`config.mk`:
```
export PLATFORM = sky130hd
export DESIGN_NAME = scl_div_search
export DESIGN_NICKNAME = d
export VERILOG_FILES = /design/src/rtl/scl_div_pkg.sv /design/src/rtl/scl_div_seqdiv.sv /design/src/rtl/scl_div_ctrl.sv /design/src/rtl/scl_div_search.sv
export SDC_FILE = /design/constraint.sdc
export NUM_CORES = 1
export LEC_CHECK = 0
export BUFFER_PORTS_ARGS = -buffer_cell sky130_fd_sc_hd__buf_2
export CAP_MARGIN = 20
export CORE_ASPECT_RATIO = 1.1
export CORE_MARGIN = 2
export CORE_UTILIZATION = 55
export CTS_BUF_LIST = sky130_fd_sc_hd__clkbuf_8
export CTS_CLUSTER_DIAMETER = 40
export DETAILED_ROUTE_END_ITERATION = 7
export HOLD_SLACK_MARGIN = 0.06
export PLACE_DENSITY = 0.77
export SETUP_SLACK_MARGIN = 0.15
export SYNTH_ARGS = -nofsm -noshare
export SYNTH_HDL_FRONTEND = slang
export SYNTH_SLANG_ARGS = --single-unit
```
`constraint.sdc`:
```
create_clock -name clk_i -period 13.2 [get_ports clk_i]
set_input_delay 1.32 -clock clk_i [delete_from_list [all_inputs] [get_ports clk_i]]
set_output_delay 1.32 -clock clk_i [all_outputs]
set_load 0.01 [all_outputs]
```
`src/rtl/scl_div_pkg.sv`:
```
package scl_div_pkg;
  typedef enum logic [2:0] {
    ST_IDLE,
    ST_SEL,
    ST_EDGE_MHZ,
    ST_EDGE_NS,
    ST_CNT
  } srch_state_e;
endpackage

```
`src/rtl/scl_div_seqdiv.sv`:
```
module scl_div_seqdiv #(
  parameter int W = 32
) (
  input  logic         clk_i,
  input  logic         rst_ni,
  input  logic         go_i,
  input  logic [W-1:0] num_i,
  input  logic [W-1:0] den_i,
  output logic         done_o,
  output logic [W-1:0] quo_o
);
  localparam int CW = $clog2(W + 1);

  logic [W-1:0]  rem_q, quo_q;
  logic [CW-1:0] left_q;
  logic          run_q, done_q;
  logic [W:0]    trial;
  logic [W:0]    diff;
  logic          fits;

  assign trial = {rem_q, quo_q[W-1]};
  assign diff  = trial - {1'b0, den_i};
  assign fits  = trial >= {1'b0, den_i};

  always_ff @(posedge clk_i or negedge rst_ni) begin
    if (!rst_ni) begin
      rem_q  <= '0;
      quo_q  <= '0;
      left_q <= '0;
      run_q  <= 1'b0;
      done_q <= 1'b0;
    end else begin
      done_q <= 1'b0;
      if (go_i) begin
        rem_q  <= '0;
        quo_q  <= num_i;
        left_q <= CW'(W);
        run_q  <= 1'b1;
      end else if (run_q) begin
        rem_q  <= fits ? diff[W-1:0] : trial[W-1:0];
        quo_q  <= {quo_q[W-2:0], fits};
        left_q <= left_q - 1'b1;
        if (left_q == CW'(1)) begin
          run_q  <= 1'b0;
          done_q <= 1'b1;
        end
      end
    end
  end

  assign done_o = done_q;
  assign quo_o  = quo_q;
endmodule

```
`src/rtl/scl_div_ctrl.sv`:
```
module scl_div_ctrl
  import scl_div_pkg::*;
#(
  parameter int W       = 32,
  parameter int SEL_W   = 2,
  parameter int CNT_W   = 6,
  parameter int ICK_MAX = 20_000_000,
  parameter int EDGE_NS = 285,
  parameter int BASE    = 20
) (
  input  logic             clk_i,
  input  logic             rst_ni,
  input  logic             start_i,
  input  logic [W-1:0]     pclk_i,
  input  logic [W-1:0]     tgt_i,
  input  logic             div_done_i,
  input  logic [W-1:0]     div_quo_i,
  output logic             div_go_o,
  output logic [W-1:0]     div_num_o,
  output logic [W-1:0]     div_den_o,
  output logic             busy_o,
  output logic             done_o,
  output logic             err_o,
  output logic [SEL_W-1:0] sel_o,
  output logic [CNT_W-1:0] cnt_o
);
  localparam logic [SEL_W-1:0] SEL_LAST = '1;
  localparam logic [CNT_W-1:0] CNT_LAST = '1;
  localparam logic [W-1:0] LIM   = W'(ICK_MAX);
  localparam logic [W-1:0] HALF  = W'(500_000);
  localparam logic [W-1:0] MHZ   = W'(1_000_000);
  localparam logic [W-1:0] NSK   = W'(EDGE_NS);
  localparam logic [W-1:0] R500  = W'(500);
  localparam logic [W-1:0] K1000 = W'(1000);
  localparam logic [W-1:0] BSE   = W'(BASE);

  srch_state_e      st_q;
  logic [W-1:0]     pclk_q, tgt_q, ick_q, edge_q;
  logic [SEL_W-1:0] sel_q, rsel_q;
  logic [CNT_W-1:0] cnt_q, rcnt_q;
  logic             go_q, done_q, err_q;
  logic [W-1:0]     num_q, den_q;

  always_ff @(posedge clk_i or negedge rst_ni) begin
    if (!rst_ni) begin
      st_q   <= ST_IDLE;
      pclk_q <= '0;
      tgt_q  <= '0;
      ick_q  <= '0;
      edge_q <= '0;
      sel_q  <= '0;
      cnt_q  <= '0;
      rsel_q <= '0;
      rcnt_q <= '0;
      go_q   <= 1'b0;
      done_q <= 1'b0;
      err_q  <= 1'b0;
      num_q  <= '0;
      den_q  <= '0;
    end else begin
      go_q   <= 1'b0;
      done_q <= 1'b0;
      unique case (st_q)
        ST_IDLE: if (start_i) begin
          pclk_q <= pclk_i;
          tgt_q  <= tgt_i;
          err_q  <= 1'b0;
          sel_q  <= '0;
          num_q  <= pclk_i;
          den_q  <= W'(1);
          go_q   <= 1'b1;
          st_q   <= ST_SEL;
        end
        ST_SEL: if (div_done_i) begin
          if (div_quo_i < LIM) begin
            ick_q <= div_quo_i;
            num_q <= div_quo_i + HALF;
            den_q <= MHZ;
            go_q  <= 1'b1;
            st_q  <= ST_EDGE_MHZ;
          end else if (sel_q == SEL_LAST) begin
            err_q  <= 1'b1;
            rsel_q <= '0;
            rcnt_q <= '0;
            done_q <= 1'b1;
            st_q   <= ST_IDLE;
          end else begin
            sel_q <= sel_q + 1'b1;
            num_q <= pclk_q;
            den_q <= W'(sel_q) + W'(2);
            go_q  <= 1'b1;
          end
        end
        ST_EDGE_MHZ: if (div_done_i) begin
          num_q <= div_quo_i * NSK + R500;
          den_q <= K1000;
          go_q  <= 1'b1;
          st_q  <= ST_EDGE_NS;
        end
        ST_EDGE_NS: if (div_done_i) begin
          edge_q <= div_quo_i;
          cnt_q  <= '0;
          num_q  <= ick_q;
          den_q  <= BSE + div_quo_i;
          go_q   <= 1'b1;
          st_q   <= ST_CNT;
        end
        ST_CNT: if (div_done_i) begin
          if (div_quo_i <= tgt_q) begin
            rsel_q <= sel_q;
            rcnt_q <= cnt_q;
            done_q <= 1'b1;
            st_q   <= ST_IDLE;
          end else if (cnt_q == CNT_LAST) begin
            err_q  <= 1'b1;
            rsel_q <= '0;
            rcnt_q <= '0;
            done_q <= 1'b1;
            st_q   <= ST_IDLE;
          end else begin
            cnt_q <= cnt_q + 1'b1;
            num_q <= ick_q;
            den_q <= BSE + ((W'(cnt_q) + W'(1)) << 3) + edge_q;
            go_q  <= 1'b1;
          end
        end
        default: st_q <= ST_IDLE;
      endcase
    end
  end

  assign div_go_o  = go_q;
  assign div_num_o = num_q;
  assign div_den_o = den_q;
  assign busy_o    = (st_q != ST_IDLE);
  assign done_o    = done_q;
  assign err_o     = err_q;
  assign sel_o     = rsel_q;
  assign cnt_o     = rcnt_q;
endmodule

```
`src/rtl/scl_div_search.sv`:
```
module scl_div_search #(
  parameter int W       = 32,
  parameter int SEL_W   = 2,
  parameter int CNT_W   = 6,
  parameter int ICK_MAX = 20_000_000,
  parameter int EDGE_NS = 285,
  parameter int BASE    = 20
) (
  input  logic                   clk_i,
  input  logic                   rst_ni,
  input  logic                   start_i,
  input  logic [W-1:0]           pclk_hz_i,
  input  logic [W-1:0]           scl_hz_i,
  output logic                   done_o,
  output logic                   err_o,
  output logic [SEL_W-1:0]       sel_o,
  output logic [CNT_W-1:0]       cnt_o,
  output logic [SEL_W+CNT_W-1:0] packed_o
);
  logic         div_go, div_done, busy;
  logic [W-1:0] div_num, div_den, div_quo;

  scl_div_ctrl #(
    .W(W), .SEL_W(SEL_W), .CNT_W(CNT_W),
    .ICK_MAX(ICK_MAX), .EDGE_NS(EDGE_NS), .BASE(BASE)
  ) u_ctrl (
    .clk_i      (clk_i),
    .rst_ni     (rst_ni),
    .start_i    (start_i),
    .pclk_i     (pclk_hz_i),
    .tgt_i      (scl_hz_i),
    .div_done_i (div_done),
    .div_quo_i  (div_quo),
    .div_go_o   (div_go),
    .div_num_o  (div_num),
    .div_den_o  (div_den),
    .busy_o     (busy),
    .done_o     (done_o),
    .err_o      (err_o),
    .sel_o      (sel_o),
    .cnt_o      (cnt_o)
  );

  scl_div_seqdiv #(.W(W)) u_div (
    .clk_i  (clk_i),
    .rst_ni (rst_ni),
    .go_i   (div_go),
    .num_i  (div_num),
    .den_i  (div_den),
    .done_o (div_done),
    .quo_o  (div_quo)
  );

  assign packed_o = {cnt_o, sel_o};
endmodule

```
# Word level (Yosys, flattened, before mapping)

Cells that the tools add are included.

Bits in registers: 286
Input bits: 67
Output and inout port bits: 18
Word-level logic and storage cells: 163

$add $sub $neg: 11
Multiply operators: 1
Magnitude comparators: 3
Eq/ne operators: 21
Mux-type cells: 91
Reduce and logical (&&, ||, !) cells: 17

Operator list:

| operator               | count |
|---|---|
| $mux 32                | 23 |
| $pmux 32 s5            | 2 |
| $mux 6                 | 12 |
| $add 5x32->32 const A  | 2 |
| $ge 33x32->1           | 1 |
| $add 32x19->32 const B | 1 |
| $add 32x32->32         | 1 |
| $add 32x9->32 const B  | 1 |
| $le 32x32->1           | 1 |
| $lt 32x25->1 const B   | 1 |
| $mul 32x9->32 const B  | 1 |
| $sub 32x32->32         | 1 |
| $mux 1                 | 27 |
| $mux 3                 | 9 |
| $pmux 6 s2             | 2 |
| $mux 2                 | 10 |
| $pmux 3 s5             | 1 |
| $ne 2x1->1 const B     | 6 |
| $ne 2x2->1 const B     | 5 |
| $reduce_and 5->1       | 2 |
| $reduce_and 9->1       | 1 |
| $pmux 2 s2             | 2 |
| $reduce_and 8->1       | 1 |
| $reduce_bool 2->1      | 4 |
| other kinds (24)       | 27 |

# Depth between registers and ports, before layout

Depth after elaboration: 7
Depth in mapped cells: 22
Depth with buffers taken out: 22

# By module

Synthesis repeated with hierarchy kept, for this count alone.

Cells, all modules: 2557
Area, all modules: 22957.0 um2

By module, submodules not included:

| module         | times used | cells each | area each (um2) | sequential area each (um2) |
|---|---|---|---|---|
| scl_div_ctrl   | 1          | 1915       | 17528.1         | 5355.1 |
| scl_div_seqdiv | 1          | 634        | 5368.9          | 1801.7 |
| scl_div_search | 1          | 8          | 60.1            | 0.0 |

# Worst setup path before layout

Ideal clock, no wire load.

Path kind: register to register
Start point: register u_div.quo_q[3] (netlist: u_div.quo_o[3])
End point: register u_ctrl.num_q[28] (netlist: u_ctrl.div_num_o[28])
Library setup time: 0.104 ns
Data arrival time: 5.077 ns
Data required time: 13.096 ns
Slack: 8.019 ns
Cell stages (with the launch flop): 20
Buffers on the path: 0
Clock period less this slack: 5.181 ns
Cell sequence: dfrtp_1 -> inv_1 -> ha_1 -> inv_1 -> ha_1 -> inv_1 -> fa_1 -> fa_1 -> fa_1 -> inv_1 -> ha_1 -> and3_1 -> o221ai_1 -> o22ai_1 -> a221oi_2 -> o31a_1 -> a2111oi_2 -> o211ai_1 -> mux2_2 -> o311ai_1

Word-level cells in the longest chain between the ends: 4
Elaborated cells between the ends (all ways): 12
Those cells by class: add/sub (2); mul (1); order compare (2); eq/ne (2); mux (4); reduce/logical (1)

Ends and longest elaborated chain:

| item                                            | RTL line                               | RTL |
|---|---|---|
| start, declared                                 | scl_div_seqdiv.sv:14                   | `logic [W-1:0] rem_q, quo_q;` |
| start signal, assigned                          | scl_div_seqdiv.sv:36                   | `quo_q <= num_i;` |
| start signal, assigned                          | scl_div_seqdiv.sv:41                   | `quo_q <= {quo_q[W-2:0], fits};` |
| $mul 32x9->32, or another cell as far along     | scl_div_ctrl.sv:95                     | `num_q <= div_quo_i * NSK + R500;` |
| $add 32x9->32 / $mux 32 (equally long branches) | scl_div_ctrl.sv:95, scl_div_ctrl.sv:75 |  |
| $mux 32, on equally long branches               | scl_div_ctrl.sv:94, scl_div_ctrl.sv:74 |  |
| $pmux 32 s5                                     | scl_div_ctrl.sv:63                     | `unique case (st_q)` |
| end signal, assigned                            | scl_div_ctrl.sv:69                     | `num_q <= pclk_i;` |
| end signal, assigned                            | scl_div_ctrl.sv:95                     |  |
| end signal, assigned                            | scl_div_ctrl.sv:103                    | `num_q <= ick_q;` |
| end, declared                                   | scl_div_ctrl.sv:42                     | `logic [W-1:0] num_q, den_q;` |

Several ways; a longest one is shown, not always the timed one. The select of a mux whose other input is x is not followed.
A chain may end at the register's enable or synchronous reset.

# Final worst setup path

Start point: register u_div.quo_q[3] (netlist: u_div.quo_o[3])
End point: register u_ctrl.num_q[27] (netlist: u_ctrl.div_num_o[27])

The elaborated chain is that of the path after synthesis.

==> impl_metrics.json <==
{
  "cts_root_buf": "clkbuf_8",
  "cts_tree": "yes",
  "synth_seq_cells": 286,
  "drt_iter0_markers": 1674,
  "initial_core_util_pct": 55.6,
  "reg2reg_from": "u_div.quo_o[3]$_DFFE_PN0P_",
  "layout_commonest_cell": "nand2_1",
  "fmax_mhz": 165,
  "drc_errors": 0,
  "syn_area_um2": 22400,
  "wirelength_um": 66600,
  "tightest_slew_ns": 1.17,
  "syn_area_per_cell_um2": 9.04,
  "synthTopCellsByArea": "dfrtp_1, ha_1, fa_1",
  "cts_resized": 0,
  "grt_pass1_wl_um": 106000,
  "crit_path_max_fanout": 10,
  "grt_pass1_vias": 19200,
  "via_per_inst": 6.13,
  "crit_required_ns": 13.73,
  "grt_antenna_before_repair": 0,
  "synth_mux_area_share_pct": 6.01,
  "synth-compound-area-share_pct": 16.3,
  "setup_viol_count_final": 0,
  "fin_crit_sh_pct": 45.8,
  "syn_to_final_growth_pct": 8.77,
  "final_area_um2": 24300,
  "route.antenna.remaining_nets": 0,
  "hold_slack_ns": 0.473,
  "syn_nets": 2861,
  "fin_nets": 2914,
  "yosys_warnings": 0,
  "postCtsHoldBufs": 0,
  "status": "finished clean",
  "clockBufferDepth": 3,
  "reg2reg_depth": 20,
  "use_met2_pct": 52.7,
  "postSynth.asyncResetShare_pct": 100,
  "worstSkewPairLatency_ns": 0.66,
  "dp_hpwl_um": 47800,
  "yosysUniqueCellTypes": 88,
  "synth_top_cell_by_area": "dfrtp_1",
  "grt.overflow.total": 0,
  "htreeDepth": 2,
  "clock-sinks": 286,
  "holdPathEnd": "u_ctrl.pclk_q[25]$_DFFE_PN0P_",
  "clkTransAtPathRegs_ns": 0.06,
  "tns_ns": 0,
  "r2r-end": "u_ctrl.div_num_o[27]$_DFFE_PN0P_",
  "rsz0062_at_grt": "no",
  "critPathKind": "reg2reg",
  "relSlewSlack_pct": 21.6,
  "grt_start_max_net_pins": 78,
  "finalHoldViolCount": 0,
  "chipHeight_um": 215,
  "globalRouteTotalUtil_pct": 32.4,
  "wl_per_cell_um": 21.7,
  "max-cap-violations": 0,
  "synth.top_cell.area_share_pct": 32.0,
  "placed_cell_area_um2": 23200,
  "fin_skew_ns": 0.0255,
  "crit_path_start_kind": "register",
  "synth_fa_ha_area_share_pct": 20.7,
  "gp_congestion": 0.972,
  "drive_above_1_share_pct": 9.84,
  "synthCells": 2472,
  "use_met1_pct": 42.3,
  "final_max_slew_viol_count": 0,
  "yosysSeqAreaShare_pct": 32.0,
  "synth_edf_count": 0,
  "hold_path_depth": 2,
  "die-area_um2": 42300,
  "min_path_type": "reg2reg",
  "ys.flop_type": "dfrtp_1",
  "first_pass_iters": 7,
  "worstSetupEndpointType": "register",
  "grtUsageMet3_pct": 6.36,
  "cp.arrival_ns": 6.58,
  "period_minus_slack_ns": 6.05,
  "cts_made_buffers": 54,
  "core_area_um2": 40200,
  "holdCritStartpoint": "u_ctrl.pclk_q[25]$_DFFE_PN0P_",
  "die_x_um": 196,
  "yosys.area_share.simple_pct": 14.0,
  "vias": 18900,
  "rrSetupSlack_ns": 7.15,
  "grt-busiest-layer": "met2",
  "mostFrequentLayoutCells": "nand2_1, dfrtp_1, ha_1",
  "synth_xor_area_share_pct": 5.56,
  "portBuffers": 84,
  "synth_top_family_by_area": "adder cells",
  "num_rows": 77,
  "postCtsSetupBuffers": 0,
  "ioPinCount": 85
}
[layer usage]
metal  wire [µm]  up-vias
met3        5790      160
met2       31100      865
met4        2520        0
met1       27300     9144
li1            -     8697
met5           0        -
[worst max-delay path, cell delays in order (launching register included)]
cell	delay, ns
dfrtp_1	0.57
inv_1	0.22
ha_1	0.35
inv_1	0.04
ha_1	0.26
inv_1	0.04
fa_1	0.46
fa_1	0.52
fa_1	0.52
inv_1	0.04
ha_1	0.33
a211oi_1	0.36
o21ai_0	0.20
a211oi_1	0.34
o21ai_0	0.29
a31oi_1	0.45
o21ai_0	0.14
a21oi_1	0.22
or4_1	0.14
a31oi_1	0.09
mux2_1	0.32
[how the worst max path moves through the flow]
stage | from | depth (start not counted) | end | slack, ns
after floorplan | u_div.quo_o[3]$_DFFE_PN0P_ | 19 | u_ctrl.div_num_o[28]$_DFFE_PN0P_ | 8.02
after global placement | u_div.quo_o[3]$_DFFE_PN0P_ | 20 | u_ctrl.div_num_o[27]$_DFFE_PN0P_ | 7.32
after detailed placement | u_div.quo_o[3]$_DFFE_PN0P_ | 20 | u_ctrl.div_num_o[27]$_DFFE_PN0P_ | 7.23
after CTS | u_div.quo_o[3]$_DFFE_PN0P_ | 20 | u_ctrl.div_num_o[27]$_DFFE_PN0P_ | 7.20
after global routing | u_div.quo_o[3]$_DFFE_PN0P_ | 20 | u_ctrl.div_num_o[27]$_DFFE_PN0P_ | 6.76
final | u_div.quo_o[3]$_DFFE_PN0P_ | 20 | u_ctrl.div_num_o[27]$_DFFE_PN0P_ | 7.15
[cell usage after synthesis, drive strengths merged (4+ instances only)]
| cell type | count |
|---|---|
| a211oi | 42 |
| a21o | 37 |
| a21oi | 122 |
| a221oi | 13 |
| a222oi | 7 |
| a22o | 6 |
| a22oi | 24 |
| a31oi | 25 |
| a41oi | 5 |
| and2 | 12 |
| and3 | 21 |
| and4 | 5 |
| buf | 27 |
| clkbuf | 89 |
| dfrtp | 286 |
| fa | 80 |
| ha | 242 |
| inv | 183 |
| mux2 | 24 |
| mux2i | 96 |
| mux4 | 5 |
| nand2 | 416 |
| nand2b | 12 |
| nand3 | 46 |
| nand3b | 5 |
| nand4 | 20 |
| nor2 | 112 |
| nor2b | 14 |
| nor3 | 33 |
| nor4 | 4 |
| o211ai | 13 |
| o21a | 12 |
| o21ai | 204 |
| o21bai | 6 |
| o221ai | 8 |
| o22ai | 11 |
| o31ai | 4 |
| or2 | 4 |
| or3 | 8 |
| xnor2 | 110 |
| xor2 | 32 |
[cell families (layout without fill, tap and decap cells)]
| kind of cell | count (synthesis) | in the layout |
|---|---|---|
| AO/OA/AOI/OAI | 577 | 577 |
| XOR/XNOR | 142 | 142 |
| adder cells (fa/ha/maj) | 322 | 322 |
| buffers and inverters | 301 | 391 |
| flip-flops | 286 | 286 |
| multiplexers | 125 | 125 |
| other | 0 | 1 |
| AND/OR/NAND/NOR | 719 | 719 |
[sequential cells by signal (all words and copies together) (netlist names)]
name / flops
u_ctrl.div_den_o: 32
u_ctrl.div_num_o: 32
u_ctrl.edge_q: 32
u_ctrl.ick_q: 32
u_ctrl.pclk_q: 32
u_ctrl.tgt_q: 32
u_div.quo_o: 32
u_div.rem_q: 32
u_ctrl.cnt_o: 6
u_ctrl.cnt_q: 6
u_div.left_q: 6
u_ctrl.st_q: 3
u_ctrl.sel_o: 2
u_ctrl.sel_q: 2
u_ctrl.div_go_o: 1
u_ctrl.done_o: 1
u_ctrl.err_o: 1
u_div.done_o: 1
u_div.run_q: 1
[metrics by stage]
stage          cells  worst slack, ns  utilization [%]
6_report        3076             7.15             60.5
5_1_grt         3075             6.76             60.5
4_1_cts         3075             7.20             60.5
3_5_place_dp    2982             7.23             57.7
3_3_place_gp    2982             7.32             57.7
2_1_floorplan   2472             8.02                -
[area by class of cell]
class                           instances  area (µm²)
Timing Repair Buffer                  113         648
Sequential cell                       286        7160
Fill cell                            3490       15900
Clock buffer                           65         895
Inverter                              185         694
Antenna cell                            1        2.50
Clock inverter                         28         253
Multi-Input combinational cell       1885       14000
Tap cell                              513         642
Power is not shown: default switching activity piles up to over one toggle a cycle in this logic, so the estimate is an artifact.
